[config.mk]
export PLATFORM = sky130hd
export DESIGN_NAME = vcfg_unit
export DESIGN_NICKNAME = d
export VERILOG_FILES = /design/src/rtl/vcfg_pkg.sv /design/src/rtl/vcfg_type_check.sv /design/src/rtl/vcfg_len_select.sv /design/src/rtl/vcfg_unit.sv
export SDC_FILE = /design/constraint.sdc
export NUM_CORES = 1
export LEC_CHECK = 0
export ABC_AREA = 1
export BUFFER_PORTS_ARGS = -buffer_cell sky130_fd_sc_hd__buf_2
export CELL_PAD_IN_SITES_DETAIL_PLACEMENT = 1
export CELL_PAD_IN_SITES_GLOBAL_PLACEMENT = 2
export CORE_ASPECT_RATIO = 1.1
export CORE_MARGIN = 3
export CORE_UTILIZATION = 22
export CTS_CLUSTER_DIAMETER = 60
export DETAILED_ROUTE_END_ITERATION = 8
export PLACE_DENSITY = 0.86
export SLEW_MARGIN = 20
export SYNTH_ARGS = -nofsm -noshare
export SYNTH_HDL_FRONTEND = slang
export SYNTH_HIERARCHICAL = 1
export SYNTH_SLANG_ARGS = --single-unit
[constraint.sdc]
create_clock -name clk_i -period 1.2 [get_ports clk_i]
set_input_delay 0.24 -clock clk_i [delete_from_list [all_inputs] [get_ports clk_i]]
set_output_delay 0.24 -clock clk_i [all_outputs]
set_load 0.02 [all_outputs]
[src/rtl/vcfg_pkg.sv]
package vcfg_pkg;
  localparam int unsigned VT_W  = 8;   // architected vtype field width
  localparam int unsigned IMM_W = 11;  // immediate type field width

  typedef enum logic {
    FORM_IMM = 1'b0,
    FORM_REG = 1'b1
  } vcfg_form_e;

  typedef struct packed {
    logic       vma;
    logic       vta;
    logic [2:0] vsew;
    logic [2:0] vlmul;
  } vtype_fields_t;
endpackage

[src/rtl/vcfg_type_check.sv]
module vcfg_type_check
  import vcfg_pkg::*;
#(
  parameter int unsigned XLEN = 32,
  parameter int unsigned VLEN = 128,
  parameter int unsigned ELEN = 64,
  localparam int unsigned VLEN_LOG = $clog2(VLEN),
  localparam int unsigned LOGW = $clog2(VLEN_LOG + 1)
) (
  input  logic            form_i,
  input  logic [XLEN-1:0] raw_i,
  output logic            legal_o,
  output logic [LOGW-1:0] vlmax_log_o
);
  localparam int ELEN_LOG = $clog2(ELEN);
  localparam logic [XLEN-1:0] REG_HI = ~XLEN'((1 << VT_W) - 1);
  localparam logic [XLEN-1:0] IMM_HI = XLEN'(((1 << IMM_W) - 1) & ~((1 << VT_W) - 1));

  vtype_fields_t f;
  logic hi_ok, lmul_ok, sew_ok, frac_ok;
  int   lmul_sh, sew_log, vlog;

  assign f = vtype_fields_t'(raw_i[VT_W-1:0]);

  always_comb begin
    hi_ok   = ((raw_i & ((form_i == FORM_REG) ? REG_HI : IMM_HI)) == '0);
    lmul_ok = 1'b1;
    case (f.vlmul)
      3'b000:  lmul_sh = 0;
      3'b001:  lmul_sh = 1;
      3'b010:  lmul_sh = 2;
      3'b011:  lmul_sh = 3;
      3'b101:  lmul_sh = -3;
      3'b110:  lmul_sh = -2;
      3'b111:  lmul_sh = -1;
      default: begin lmul_sh = 0; lmul_ok = 1'b0; end
    endcase
    sew_log = 3 + int'(f.vsew);
    sew_ok  = (sew_log <= ELEN_LOG);
    // fractional grouping: SEW must fit in LMUL*ELEN
    frac_ok = (sew_log <= ELEN_LOG + lmul_sh);
    vlog    = int'(VLEN_LOG) + lmul_sh - sew_log;
    legal_o = hi_ok & lmul_ok & sew_ok & frac_ok;
    vlmax_log_o = legal_o ? LOGW'(vlog) : '0;
  end
endmodule

[src/rtl/vcfg_len_select.sv]
module vcfg_len_select #(
  parameter int unsigned XLEN = 32,
  parameter int unsigned LOGW = 3
) (
  input  logic            legal_i,
  input  logic            rs1_x0_i,
  input  logic            rd_x0_i,
  input  logic [XLEN-1:0] avl_i,
  input  logic [LOGW-1:0] vlmax_log_i,
  input  logic            cur_legal_i,
  input  logic [LOGW-1:0] cur_vlmax_log_i,
  input  logic [XLEN-1:0] cur_vl_i,
  output logic            ok_o,
  output logic [XLEN-1:0] vl_o
);
  logic            keep;
  logic [XLEN-1:0] vlmax;

  assign keep  = rs1_x0_i & rd_x0_i;
  assign vlmax = XLEN'(1) << vlmax_log_i;
  assign ok_o  = legal_i & (~keep | (cur_legal_i & (cur_vlmax_log_i == vlmax_log_i)));

  always_comb begin
    if (!ok_o)         vl_o = '0;
    else if (keep)     vl_o = cur_vl_i;
    else if (rs1_x0_i) vl_o = vlmax;
    else               vl_o = (avl_i < vlmax) ? avl_i : vlmax;
  end
endmodule

[src/rtl/vcfg_unit.sv]
module vcfg_unit
  import vcfg_pkg::*;
#(
  parameter int unsigned XLEN = 32,
  parameter int unsigned VLEN = 128,
  parameter int unsigned ELEN = 64
) (
  input  logic            clk_i,
  input  logic            rst_ni,
  input  logic            req_valid_i,
  input  logic            form_i,
  input  logic [XLEN-1:0] rs1_val_i,
  input  logic [XLEN-1:0] rs2_val_i,
  input  logic            rs1_is_x0_i,
  input  logic            rd_is_x0_i,
  output logic [XLEN-1:0] vtype_o,
  output logic [XLEN-1:0] vl_o,
  output logic            rd_valid_o,
  output logic [XLEN-1:0] rd_wdata_o
);
  localparam int unsigned VLEN_LOG = $clog2(VLEN);
  localparam int unsigned LOGW = $clog2(VLEN_LOG + 1);
  localparam logic [XLEN-1:0] VILL = XLEN'(1) << (XLEN - 1);

  logic [XLEN-1:0] vtype_q, vl_q, rd_wdata_q, vl_nxt;
  logic [LOGW-1:0] vlmax_log_q, vlmax_log;
  logic            rd_valid_q, type_legal, ok;

  vcfg_type_check #(.XLEN(XLEN), .VLEN(VLEN), .ELEN(ELEN)) u_check (
    .form_i      (form_i),
    .raw_i       (rs2_val_i),
    .legal_o     (type_legal),
    .vlmax_log_o (vlmax_log)
  );

  vcfg_len_select #(.XLEN(XLEN), .LOGW(LOGW)) u_len (
    .legal_i         (type_legal),
    .rs1_x0_i        (rs1_is_x0_i),
    .rd_x0_i         (rd_is_x0_i),
    .avl_i           (rs1_val_i),
    .vlmax_log_i     (vlmax_log),
    .cur_legal_i     (~vtype_q[XLEN-1]),
    .cur_vlmax_log_i (vlmax_log_q),
    .cur_vl_i        (vl_q),
    .ok_o            (ok),
    .vl_o            (vl_nxt)
  );

  always_ff @(posedge clk_i or negedge rst_ni) begin
    if (!rst_ni) begin
      vtype_q     <= VILL;
      vl_q        <= '0;
      vlmax_log_q <= '0;
      rd_valid_q  <= 1'b0;
      rd_wdata_q  <= '0;
    end else begin
      rd_valid_q <= req_valid_i & ~rd_is_x0_i;
      if (req_valid_i) begin
        vtype_q     <= ok ? {{(XLEN-VT_W){1'b0}}, rs2_val_i[VT_W-1:0]} : VILL;
        vl_q        <= vl_nxt;
        vlmax_log_q <= ok ? vlmax_log : '0;
        rd_wdata_q  <= vl_nxt;
      end
    end
  end

  assign vtype_o    = vtype_q;
  assign vl_o       = vl_q;
  assign rd_valid_o = rd_valid_q;
  assign rd_wdata_o = rd_wdata_q;


  vill_clears_rest_chk: assert property (@(posedge clk_i) disable iff (!rst_ni)
    vtype_q[XLEN-1] |-> (vtype_q[XLEN-2:0] == '0 && vl_q == '0));

  idle_hold_chk: assert property (@(posedge clk_i) disable iff (!rst_ni)
    !req_valid_i |=> ($stable(vtype_q) && $stable(vl_q)));

  rd_matches_vl_chk: assert property (@(posedge clk_i) disable iff (!rst_ni)
    rd_valid_q |-> (rd_wdata_q == vl_q));

  keep_vl_chk: assert property (@(posedge clk_i) disable iff (!rst_ni)
    (req_valid_i && rs1_is_x0_i && rd_is_x0_i) |=> (vtype_q[XLEN-1] || $stable(vl_q)));

  avl_clamp_chk: assert property (@(posedge clk_i) disable iff (!rst_ni)
    (req_valid_i && !rs1_is_x0_i) |=> (vl_q <= $past(rs1_val_i)));
endmodule

[Word level (Yosys, flattened, before mapping)]
Cells that the tools add are included.
Operators by class
  reductions and logical operators: 4
  shifts and indexed selects: 1
  order comparisons: 3
  mux-type cells: 10
  add/sub/neg operators: 4
  bitwise gates (word level): 12
  equal/unequal tests: 8
Operators with widths (count)
  $mux 32: 6
  $pmux 32 s6: 1
  $add 4x32->32 const A: 1
  $and 32x32->32: 1
  $le 5x32->1: 1
  $logic_not 32->1: 1
  $lt 32x32->1: 1
  $shl 1x3->32 const A: 1
  $eq 3x3->1 const B: 3
  $and 1x1->1: 7
  $reduce_or 7->1: 1
  $eq 3x2->1 const B: 2
  $mux 3: 2
  $add 2x3->4 const A: 1
  $le 4x3->1 const B: 1
  $add 1x3->3 const A: 1
  $eq 3x1->1 const B: 1
  $eq 3x3->1: 1
  $logic_not 3->1: 1
  $not 1->1: 3
  $sub 3x3->3: 1
  $ne 2x2->1 const B: 1
  $reduce_and 2->1: 1
  $mux 1: 1
  $or 1x1->1: 1
Storage, ports and cells
  input port bits: 70
  output and inout port bits: 97
  register bits after elaboration: 68

[Longest topological paths before layout]
Gate-level depths: netlist of run 1.
  word-level depth: 13
  mapped depth: 27
  depth with buffers taken out: 25

[By module]
Netlist of run 1, hierarchy kept.
By module, submodules not included
  vcfg_unit: times used 1, cells an instance 247, area an instance 2170.8 sq um
  vcfg_len_select: times used 1, cells an instance 177, area an instance 905.9 sq um
  vcfg_type_check: times used 1, cells an instance 74, area an instance 400.4 sq um

[Least setup slack after synthesis of run 1]
No wires, ideal clock.
  kind: in2reg
  start: input rs2_val_i[3]
  end: register vl_q[0], in the netlist vl_o[0]
  stages on the path: 24
  setup time: 0.117 ns
  arrival time: 3.153 ns
  path slack: -2.071 ns
  data required time: 1.083 ns
  cell sequence: inv_1 ha_1 xnor2_1 ha_1 nand3_1 nand2_1 nand2_2 nand2_1 nor2_2 nand2_2 nor2_1 nand3_1 ha_1 nand2_2 inv_2 a21oi_2 nand2_2 nor2_4 buf_4 a21oi_2 nor2_1 nor2_1 nand2_1 nand2_1
Between the ends
  word-level cells in the longest chain between the ends: 12
  elaborated cells on any way between the ends: 22
Ends and longest elaborated chain
  start, declared: line vcfg_unit.sv:13  | input logic [XLEN-1:0] rs2_val_i,
  parallel branches: the longest is 5 deep, another holds $le 5x32->1
  $mux 3 (*): line vcfg_type_check.sv:44  | vlmax_log_o = legal_o ? LOGW'(vlog) : '0;
  via vlmax_log[2]: line vcfg_unit.sv:26  | logic [LOGW-1:0] vlmax_log_q, vlmax_log;
  $shl 1x3->32: line vcfg_len_select.sv:20  | assign vlmax = XLEN'(1) << vlmax_log_i;
  $lt 32x32->1: line vcfg_len_select.sv:27  | else vl_o = (avl_i < vlmax) ? avl_i : vlmax;
  $mux 32: line vcfg_len_select.sv:27
  $mux 32: line vcfg_len_select.sv:26  | else if (rs1_x0_i) vl_o = vlmax;
  $mux 32: line vcfg_len_select.sv:25  | else if (keep) vl_o = cur_vl_i;
  $mux 32 (*): line vcfg_len_select.sv:24  | if (!ok_o) vl_o = '0;
  via vl_nxt[0]: line vcfg_unit.sv:25  | logic [XLEN-1:0] vtype_q, vl_q, rd_wdata_q, vl_nxt;
  end signal, assigned: line vcfg_unit.sv:60  | vl_q <= vl_nxt;
  end, declared: line vcfg_unit.sv:25
Mark *: on every way through the listed nets, which the timed path passes. The select of a mux whose other input is x is not followed.
A chain may end at the register's enable or synchronous reset.

[Worst setup path in the final report of run 1]
  start: input rs2_val_i[3]
  end: register vl_q[7], in the netlist vl_o[7]
Same word-level chain as after synthesis.

==> impl_metrics.toml, run 1 <==
[outcome]
outcome = "finished with violations"
violations = "negative setup slack"

[setup_path]
crit_type = "input pin to register"
crit_path_end_kind = "register"
max_stage_delay_ps = 390
r2r-end = "vl_o[7]$_DFFE_PN0P_"
cp_common_cell = "nand2_2"
worst_ep_arrival_time_ps = 3170
worstPathRequired_ps = 1430
start_kind = "input pin"
slowest_stage = "fa_2"
r2r_cells = 9
reg2reg_slack_ps = -300
crit_fanout = 8
reg2reg_from = "vlmax_log_q[2]$_DFFE_PN0P_"

[clock_tree]
clk-insertion-delay-late_ps = 290
cts_sinks = 45
clock_path_buffers = 2
cts_buffers = 5
cts_tree = "yes"
path_clk_slew_ps = 70
htree_levels = 2
cts-root-buf = "clkbuf_16"

[die]
dieArea_sq_um = 17350
chipHeight_microns = 137.9
initial_core_util_pct = 22.74
fp-row-count = 47
die_w_microns = 125.9
coreArea_sq_um = 15290
ios = 167

[min_path]
hp-start = "rs2_val_i[6]"
hold_end = "vtype_o[6]$_DFFE_PN0P_"
hold_path.class = "input pin to register"
hold_depth = 3

[detailed_routing]
drt-vias-per-instance = 4.335
drc = 0
wl_per_cell_microns = 14.81
drt-pass1-iter-count = 4
ant_nets = 0
vias = 3737
drt-initial-drc-count = 127
drt-total-wl_microns = 12770

[sta]
fin_tns_setup_ps = -62640
fin_worst_skew_ps = 4.828
fin_crit_ps = 2941
fin_crit_sh_pct = 245.0
hold_violations = 0
setup_ws_ps = -1741
setup_viol = 45
fmax_mhz = 340.1
grt_setup_unrepaired = "yes"
slew_viol_final = 0

[placed_design]
place_congestion = 0.8514
dpl.hpwl_microns = 8505
portBuffers = 143
dpl-instance-area_sq_um = 4454
preCtsSetupSlack_ps = -2209

[global_route]
grt_pass1_vias = 3980
use_met2_pct = 27.44
use_met3_pct = 2.619
gr-total-overflow = 0
met1_usage_pct = 15.10
grt_usage_pct = 13.78
grt-busiest-layer = "met2"
grt_pass1_wl_microns = 19510
grt_max_degree = 46
antenna_found_initial = 0

[cells_and_area]
syn2layout_area_growth_pct = 56.57
antenna_cells = 0
layout-drive-gt1-share_pct = 50.00
final_area_sq_um = 5444
final_util_pct = 35.61
fin_nets = 750

[flow_run]
max-cap-violations = 0

[yosys]
syn_area_sq_um = 3477
avgSynthCellArea_sq_um = 6.982
synth_xor_area_share_pct = 1.259
synth.mux.area_fraction_pct = 0
ys_warn_count = 6
synth_top_family_by_area = "simple AND/OR/NAND/NOR gates"
yosysSeqAreaShare_pct = 32.42
synth_compound_area_share_pct = 3.994
synth-simple-area-share_pct = 36.92
synth.distinct_cells = 30
ys_ff_latch = 45
yosys.area_share.adder_pct = 5.829
synth_cells = 498

[pwr]
power_density_nw_per_um2 = 697.3
ir_worst_vdd_uv = 460.2
power_leakage_nw = 2.812
==> sequential cells by signal, indices dropped and copies added (netlist names) <==
name,count
rd_valid_o,1
vlmax_log_q,3
vl_o,32
vtype_o,9
==> area by class of cell <==
| type | instances | area [sq um] |
|---|---|---|
| clock buffers | 6 | 128.9 |
| clock inverters | 2 | 10.01 |
| fillers | 1895 | 9846 |
| inverters | 25 | 147.6 |
| multi-input cells | 375 | 2327 |
| flip-flops and latches | 45 | 1127 |
| well taps | 196 | 245.2 |
| repair buffers | 212 | 1449 |
| repair inverters | 1 | 8.758 |
==> critical path: cells and delay by family <==
kind                     cells  cell delay [ps]
AO/OA/AOI/OAI                1              180
buffers and inverters        5              440
adder cells (fa/ha/maj)      3              910
AND/OR/NAND/NOR             16             1380
==> cell usage after synthesis (all sizes together) <==
cell type | number | area (sq um)
nor2 | 79 | 327.8
nand4 | 1 | 6.260
nand2 | 194 | 748.2
a21oi | 11 | 88.84
buf | 71 | 559.3
nand3 | 34 | 190.2
conb | 1 | 3.750
fa | 2 | 40.04
o21ai | 10 | 50.05
ha | 13 | 162.7
xnor2 | 4 | 35.03
dfstp | 1 | 26.28
or2 | 1 | 6.260
dfrtp | 44 | 1101
xor2 | 1 | 8.760
nor3 | 1 | 5.000
clkbuf | 5 | 18.77
inv | 25 | 98.84
==> layout by cell type, fill, tap and decap left out, types with 2 or more instances in the layout <==
cell type  Yosys  layout
clkbuf_16      0       8
a21oi_2        9      10
nor2_4         1      24
nor2_1        74      48
nand2_8        0       3
dfrtp_1       44      44
buf_2          3     140
nor2_2         3       6
ha_1          13       5
o21ai_0       10       9
nand2_2        5      16
inv_2          6       5
nand3_4        0       7
buf_6          7      10
buf_4         60      49
nand2_4        1       4
nand3_2        4      14
conb_1         1      23
buf_12         0       7
nand3_1       30      13
nand2_1      188     172
ha_4           0       8
inv_1         18      12
xnor2_2        0       4
inv_6          1       4
clkinv_2       0       2
==> worst max-delay path by stage <==
stage / from / end / slack (ps) / cells past startpoint
6_report: rs2_val_i[3] / vl_o[7]$_DFFE_PN0P_ / -1740 / 25
5_1_grt: rs2_val_i[4] / vl_o[5]$_DFFE_PN0P_ / -1910 / 25
4_1_cts: rs2_val_i[4] / vl_o[5]$_DFFE_PN0P_ / -1640 / 27
3_5_place_dp: rs2_val_i[4] / vl_o[7]$_DFFE_PN0P_ / -2210 / 26
3_3_place_gp: rs2_val_i[4] / vl_o[3]$_DFFE_PN0P_ / -2070 / 26
2_1_floorplan: rs2_val_i[4] / vl_o[6]$_DFFE_PN0P_ / -1730 / 26
==> cell families (layout without fill, tap and decap cells) <==
logic type	after synthesis	in the layout
compound gates	21	21
buf+inv	101	246
flops	45	45
simple gates	310	311
xor+xnor	5	5
other cells	1	23
fa+ha+maj	15	15
==> timing repair <==
action | in CTS | in global routing
endpoints found under the setup margin | 45 | 45
pin swaps | 29 | 34
resized for setup | 51 | 76
hold buffers | 1 | 0
endpoints found under the hold margin | 44 | 0
cloned | 2 | 5
setup buffers | 20 | 9
==> power by group <==
group / total (mW) / switching (mW) / internal (mW)
Sequential: 1.53 / 0.00591 / 1.53
Clock: 1.39 / 0.619 / 0.768
Combinational: 0.877 / 0.507 / 0.370
==> through the flow <==
| step | hold WS (ps) | std cells | total power [mW] |
|---|---|---|---|
| final | 177.7 | 862 | 3.796 |
| after global routing | 178.3 | 862 | 4.010 |
| after CTS | 171.7 | 853 | 3.788 |
| after detailed placement | 262.0 | 822 | 2.272 |
| after global placement | 249.3 | 822 | 2.245 |
| after floorplan | -55.59 | 520 | 2.008 |
==> metal layers <==
| layer | share of wire [%] | routed length (microns) |
|---|---|---|
| met2 | 54 | 6928 |
| met4 | 1.4 | 180 |
| met1 | 39 | 5040 |
| met3 | 4.9 | 620 |
| met5 | 0 | 0 |
No activity file was read; power rests on OpenSTA's default activity.
==> run 2, diff against run 1 <==
- BUFFER_PORTS_ARGS: -buffer_cell sky130_fd_sc_hd__buf_2 -> unset
- CELL_PAD_IN_SITES_DETAIL_PLACEMENT: 1 -> 0
- CORE_UTILIZATION: 22 -> 30
- DONT_BUFFER_PORTS: unset -> 1
- GPL_ROUTABILITY_DRIVEN: unset -> 1
- PLACE_DENSITY: 0.86 -> 0.85
==> impl_metrics.toml, run 2 (same netlist as run 1, synthesis figures left out) <==
[setup_path]
max_stage_delay_ps = 270
crit_type = "input pin to register"
path_buf_inv = 3
reg2reg_slack_ps = -200
slowest_stage = "ha_4"
cp_common_cell = "nand3_2"
crit_family = "simple AND/OR/NAND/NOR gates"
worst_ep_arrival_time_ps = 2880
start_kind = "input pin"
crit_path_end_kind = "register"
path_cells = "inv_12 > ha_4 > xnor2_4 > ha_4 > nand3_2 > nand2_1 > nand2_2 > nand2_2 > nor2_4 > nand2_4 > nor2_4 > buf_6 > nand3_2 > ha_4 > nand3_2 > nand3_2 > nor2_4 > clkbuf_16 > a21oi_2 > nor2_1 > nor2_1 > nand2_1 > nand2_1"
worstPathRequired_ps = 1370
crit_fanout = 8

[die]
chipHeight_microns = 118.9
coreArea_sq_um = 11110
dieArea_sq_um = 12920
ios = 167
fp-row-count = 40
die_w_microns = 108.7
initial_core_util_pct = 31.30

[cells_and_area]
largest_reg_flops = 32
final_util_pct = 39.22
layout-drive-gt1-share_pct = 29.01
syn2layout_area_growth_pct = 25.33
layout_commonest_cell = "nand2_1"
final_area_sq_um = 4358
final_cell_mix = "nand2_1 (180), nor2_1 (67), buf_4 (54), dfrtp_1 (42), conb_1 (23)"
fin_nets = 608
antenna_cells = 0

[clock_tree]
clock_path_buffers = 2
cts_sinks = 45
path_clk_slew_ps = 60
htree_levels = 2
cts-root-buf = "clkbuf_16"
cts_buffers = 5
clk-insertion-delay-late_ps = 280
cts_tree = "yes"

[pwr]
power_leakage_nw = 2.124
power_density_nw_per_um2 = 846.7
ir_worst_vdd_uv = 501.3

[sta]
grt_setup_unrepaired = "yes"
hold_violations = 45
fmax_mhz = 369.9
fin_crit_sh_pct = 225.3
setup_ws_ps = -1503
setup_viol = 44
fin_crit_ps = 2703
fin_worst_skew_ps = 3.017
fin_hold_ws_ps = -348.5
slew_viol_final = 0

[global_route]
antenna_found_initial = 0
grt_pass1_vias = 2799
gr-total-overflow = 0
grt_max_degree = 46
grt_usage_pct = 12.80
grt_pass1_wl_microns = 13600

[placed_design]
dpl-instance-area_sq_um = 3775
dpl.hpwl_microns = 5882
preCtsSetupSlack_ps = -1918
place_congestion = 0.7784
portBuffers = 0

[detailed_routing]
drt-total-wl_microns = 8718
drc = 0
drt-vias-per-instance = 4.541
drt-initial-drc-count = 118
wl_per_cell_microns = 12.99
drt-pass1-iter-count = 4
vias = 3047
ant_nets = 0

[flow_run]
max-cap-violations = 0

[outcome]
violations = "negative hold slack, negative setup slack"
outcome = "finished with violations"

[min_path]
hold_path.class = "input pin to async pin"
-- run 2: changes by cell type in the layout (fill, tap and decap cells not counted), moves of 4 or more --
cell     previous run  this run
nand2_2            16        10
nand2_1           172       180
buf_4              49        54
nor2_1             48        67
buf_2             140         0
nor2_4             24         6
nand3_2            14         9
nand3_1            13        22
nand3_4             7         3
-- run 2: worst paths after layout --
kind / from / endpoint / cells after the start
setup / recovery: rs2_val_i[3] / vl_o[7]$_DFFE_PN0P_ / 23
hold / removal: rst_ni / vl_o[11]$_DFFE_PN0P_ / 0
setup reg to reg: vlmax_log_q[2]$_DFFE_PN0P_ / vl_o[10]$_DFFE_PN0P_ / 8
hold reg to reg: vlmax_log_q[0]$_DFFE_PN0P_ / vlmax_log_q[0]$_DFFE_PN0P_ / 2
max in group asynchronous: rst_ni / vtype_o[31]$_DFFE_PN1P_ / 0
min in group clk_i: rd_is_x0_i / rd_valid_o$_DFF_PN0_ / 1
-- run 2: what timing repair did --
| action | 4_1_cts | 5_1_grt |
|---|---|---|
| gates cloned | 1 | 2 |
| hold endpoints to repair | 45 | 45 |
| resized for setup | 25 | 28 |
| pin swaps | 33 | 23 |
| setup endpoints to repair | 47 | 45 |
| buffers inserted | 9 | 5 |
-- run 2: metal layers --
layer	part of all wire [%]	vias up	routed length, microns	global-route usage [%]
met5	0	-	0	0
met4	0.93	0	81	2.920
met2	49	121	4275	21.10
met3	7.0	8	609	2.927
li1	-	1496	-	-
met1	43	1422	3751	16.96
-- run 2: where the power goes --
part           switching [mW]  total (mW)  leakage [nW]  internal, mW
sequential             0.0108        1.54         0.621          1.53
combinational           0.321       0.537          1.42         0.215
clock                   0.574        1.62        0.0841          1.04
total                   0.906        3.69          2.12          2.78
-- run 2: stage by stage --
stage	cells	power [mW]	TNS, ps
2_1_floorplan	520	2.008	-54000
3_3_place_gp	648	1.997	-65220
3_5_place_dp	648	2.003	-66580
4_1_cts	666	3.700	-53800
5_1_grt	671	3.875	-69220
6_report	671	3.690	-61310
-- run 2: area by class of cell --
class | count | area (sq um)
Clock buffer | 7 | 142.6
Sequential cell | 45 | 1130
Multi-Input combinational cell | 374 | 2039
Timing Repair Buffer | 72 | 693.2
Tap cell | 147 | 183.9
Inverter | 25 | 138.9
Clock inverter | 1 | 30.03
Fill cell | 1173 | 6753
==> run 3, diff against run 2 <==
- BUFFER_PORTS_ARGS: unset -> -buffer_cell sky130_fd_sc_hd__buf_2
- CORE_UTILIZATION: 30 -> 22
- DONT_BUFFER_PORTS: 1 -> unset
- PLACE_DENSITY: 0.85 -> 0.86
==> impl_metrics.toml, run 3 (same netlist as run 1, synthesis figures left out) <==
[cells_and_area]
final_cell_mix = "nand2_1 (180), buf_2 (140), nor2_1 (68), dfrtp_1 (44), buf_4 (43)"
antenna_cells = 0
layout-drive-gt1-share_pct = 42.70
layout_commonest_cell = "nand2_1"
fin_nets = 736
syn2layout_area_growth_pct = 43.76
largest_reg_flops = 32
nFillCells = 1632

[min_path]
hold_path.class = "input pin to register"

[global_route]
grt_usage_pct = 11.27
antenna_found_initial = 0
gr-total-overflow = 0
grt_pass1_vias = 3224
grt_pass1_wl_microns = 16150
grt_max_degree = 46

[sta]
fin_crit_ps = 2896
slew_viol_final = 0
fin_crit_sh_pct = 241.4
setup_ws_ps = -1696
grt_setup_unrepaired = "yes"
fin_worst_skew_ps = 3.622
hold_violations = 0
fmax_mhz = 345.3
setup_viol = 45

[clock_tree]
cts-root-buf = "clkbuf_16"
htree_levels = 2
cts_sinks = 45
path_clk_slew_ps = 60
cts_tree = "yes"
clock_path_buffers = 2
clk-insertion-delay-late_ps = 280
cts_buffers = 5

[die]
ios = 167
die_w_microns = 125.9
coreArea_sq_um = 15290
chipHeight_microns = 137.9
fp-row-count = 47
dieArea_sq_um = 17350
initial_core_util_pct = 22.74

[setup_path]
path_buf_inv = 5
worstPathRequired_ps = 1380
slowest_stage = "fa_2"
crit_family = "simple AND/OR/NAND/NOR gates"
start_kind = "input pin"
max_stage_delay_ps = 330
crit_path_end_kind = "register"
worst_ep_arrival_time_ps = 3070
crit_fanout = 8
cp_common_cell = "nand2_1"
crit_type = "input pin to register"

[placed_design]
portBuffers = 143
dpl.hpwl_microns = 7228
place_congestion = 0.8514
preCtsSetupSlack_ps = -2161

[detailed_routing]
ant_nets = 0
vias = 3470
drt-total-wl_microns = 10150
drc = 0
wl_per_cell_microns = 11.99
drt-vias-per-instance = 4.097
drt-initial-drc-count = 176
drt-pass1-iter-count = 4

[pwr]
ir_worst_vdd_uv = 477.1
fin_total_pwr_mw = 3.713
power_leakage_nw = 2.699
power_density_nw_per_um2 = 742.9

[outcome]
outcome = "finished with violations"
violations = "negative setup slack"

[flow_run]
max-cap-violations = 0
## run 3: report_power, final
| group | total (mW) | internal [mW] | switching (mW) |
|---|---|---|---|
| Sequential | 1.53 | 1.53 | 0.00507 |
| Clock | 1.38 | 0.819 | 0.559 |
| Combinational | 0.803 | 0.343 | 0.460 |
## run 3: layout make-up
class	instances	area (sq um)	share of cell area [%]
Timing Repair Buffer	199	1267	25.36
Inverter	25	128.9	2.578
Clock buffer	7	142.6	2.854
Tap cell	196	245.2	4.906
Multi-Input combinational cell	375	2087	41.75
Sequential cell	45	1127	22.55
## run 3: routing by layer
metal	track usage, %	share of wire (%)	up-vias
li1	-	-	1756
met1	14.84	43	1605
met2	19.17	50	103
met3	2.542	6.5	6
met4	2.265	0.67	0
met5	0	0	-
## run 3: per-stage QoR
step                hold WS (ps)  cells  utilization [%]  TNS [ps]  area, sq um
floorplan                 -55.59    520                -    -54000         3730
global placement           249.3    822            29.13    -72440         4454
detailed placement         249.3    822            29.13    -74380         4454
CTS                        171.6    841            31.93    -55750         4882
global route               180.2    847            32.69    -67920         4999
finish                     180.4    847            32.69    -58060         4999
## run 3: final timing paths
path                                             from                      end  slack [ps]  cells past startpoint
max in group asynchronous                      rst_ni  vtype_o[31]$_DFFE_PN1P_         460                      3
setup / recovery                         rs2_val_i[3]      vl_o[3]$_DFFE_PN0P_       -1700                     26
hold reg to reg                vtype_o[1]$_DFFE_PN0P_   vtype_o[1]$_DFFE_PN0P_         480                      2
hold / removal                           rs2_val_i[6]   vtype_o[6]$_DFFE_PN0P_         180                      3
setup reg to reg           vlmax_log_q[0]$_DFFE_PN0P_      vl_o[7]$_DFFE_PN0P_        -110                      9
min in group asynchronous                      rst_ni     vl_o[15]$_DFFE_PN0P_         460                      3
## run 3: timing repair
item / in CTS / in global routing
pin swaps: 35 / 33
resized for setup: 35 / 24
endpoints found under the hold margin: 44 / 0
buffers inserted: 9 / 9
cloned: 2 / 0
setup endpoints to repair: 45 / 45
hold buffers: 1 / 0
## run 3: worst register-to-register path: cells and delay by family, from the launching register on
family	cells	cell delay, ps
AO/OA/AOI/OAI	1	80
XOR/XNOR	1	140
buffers and inverters	1	100
flip-flops	1	390
AND/OR/NAND/NOR	6	530
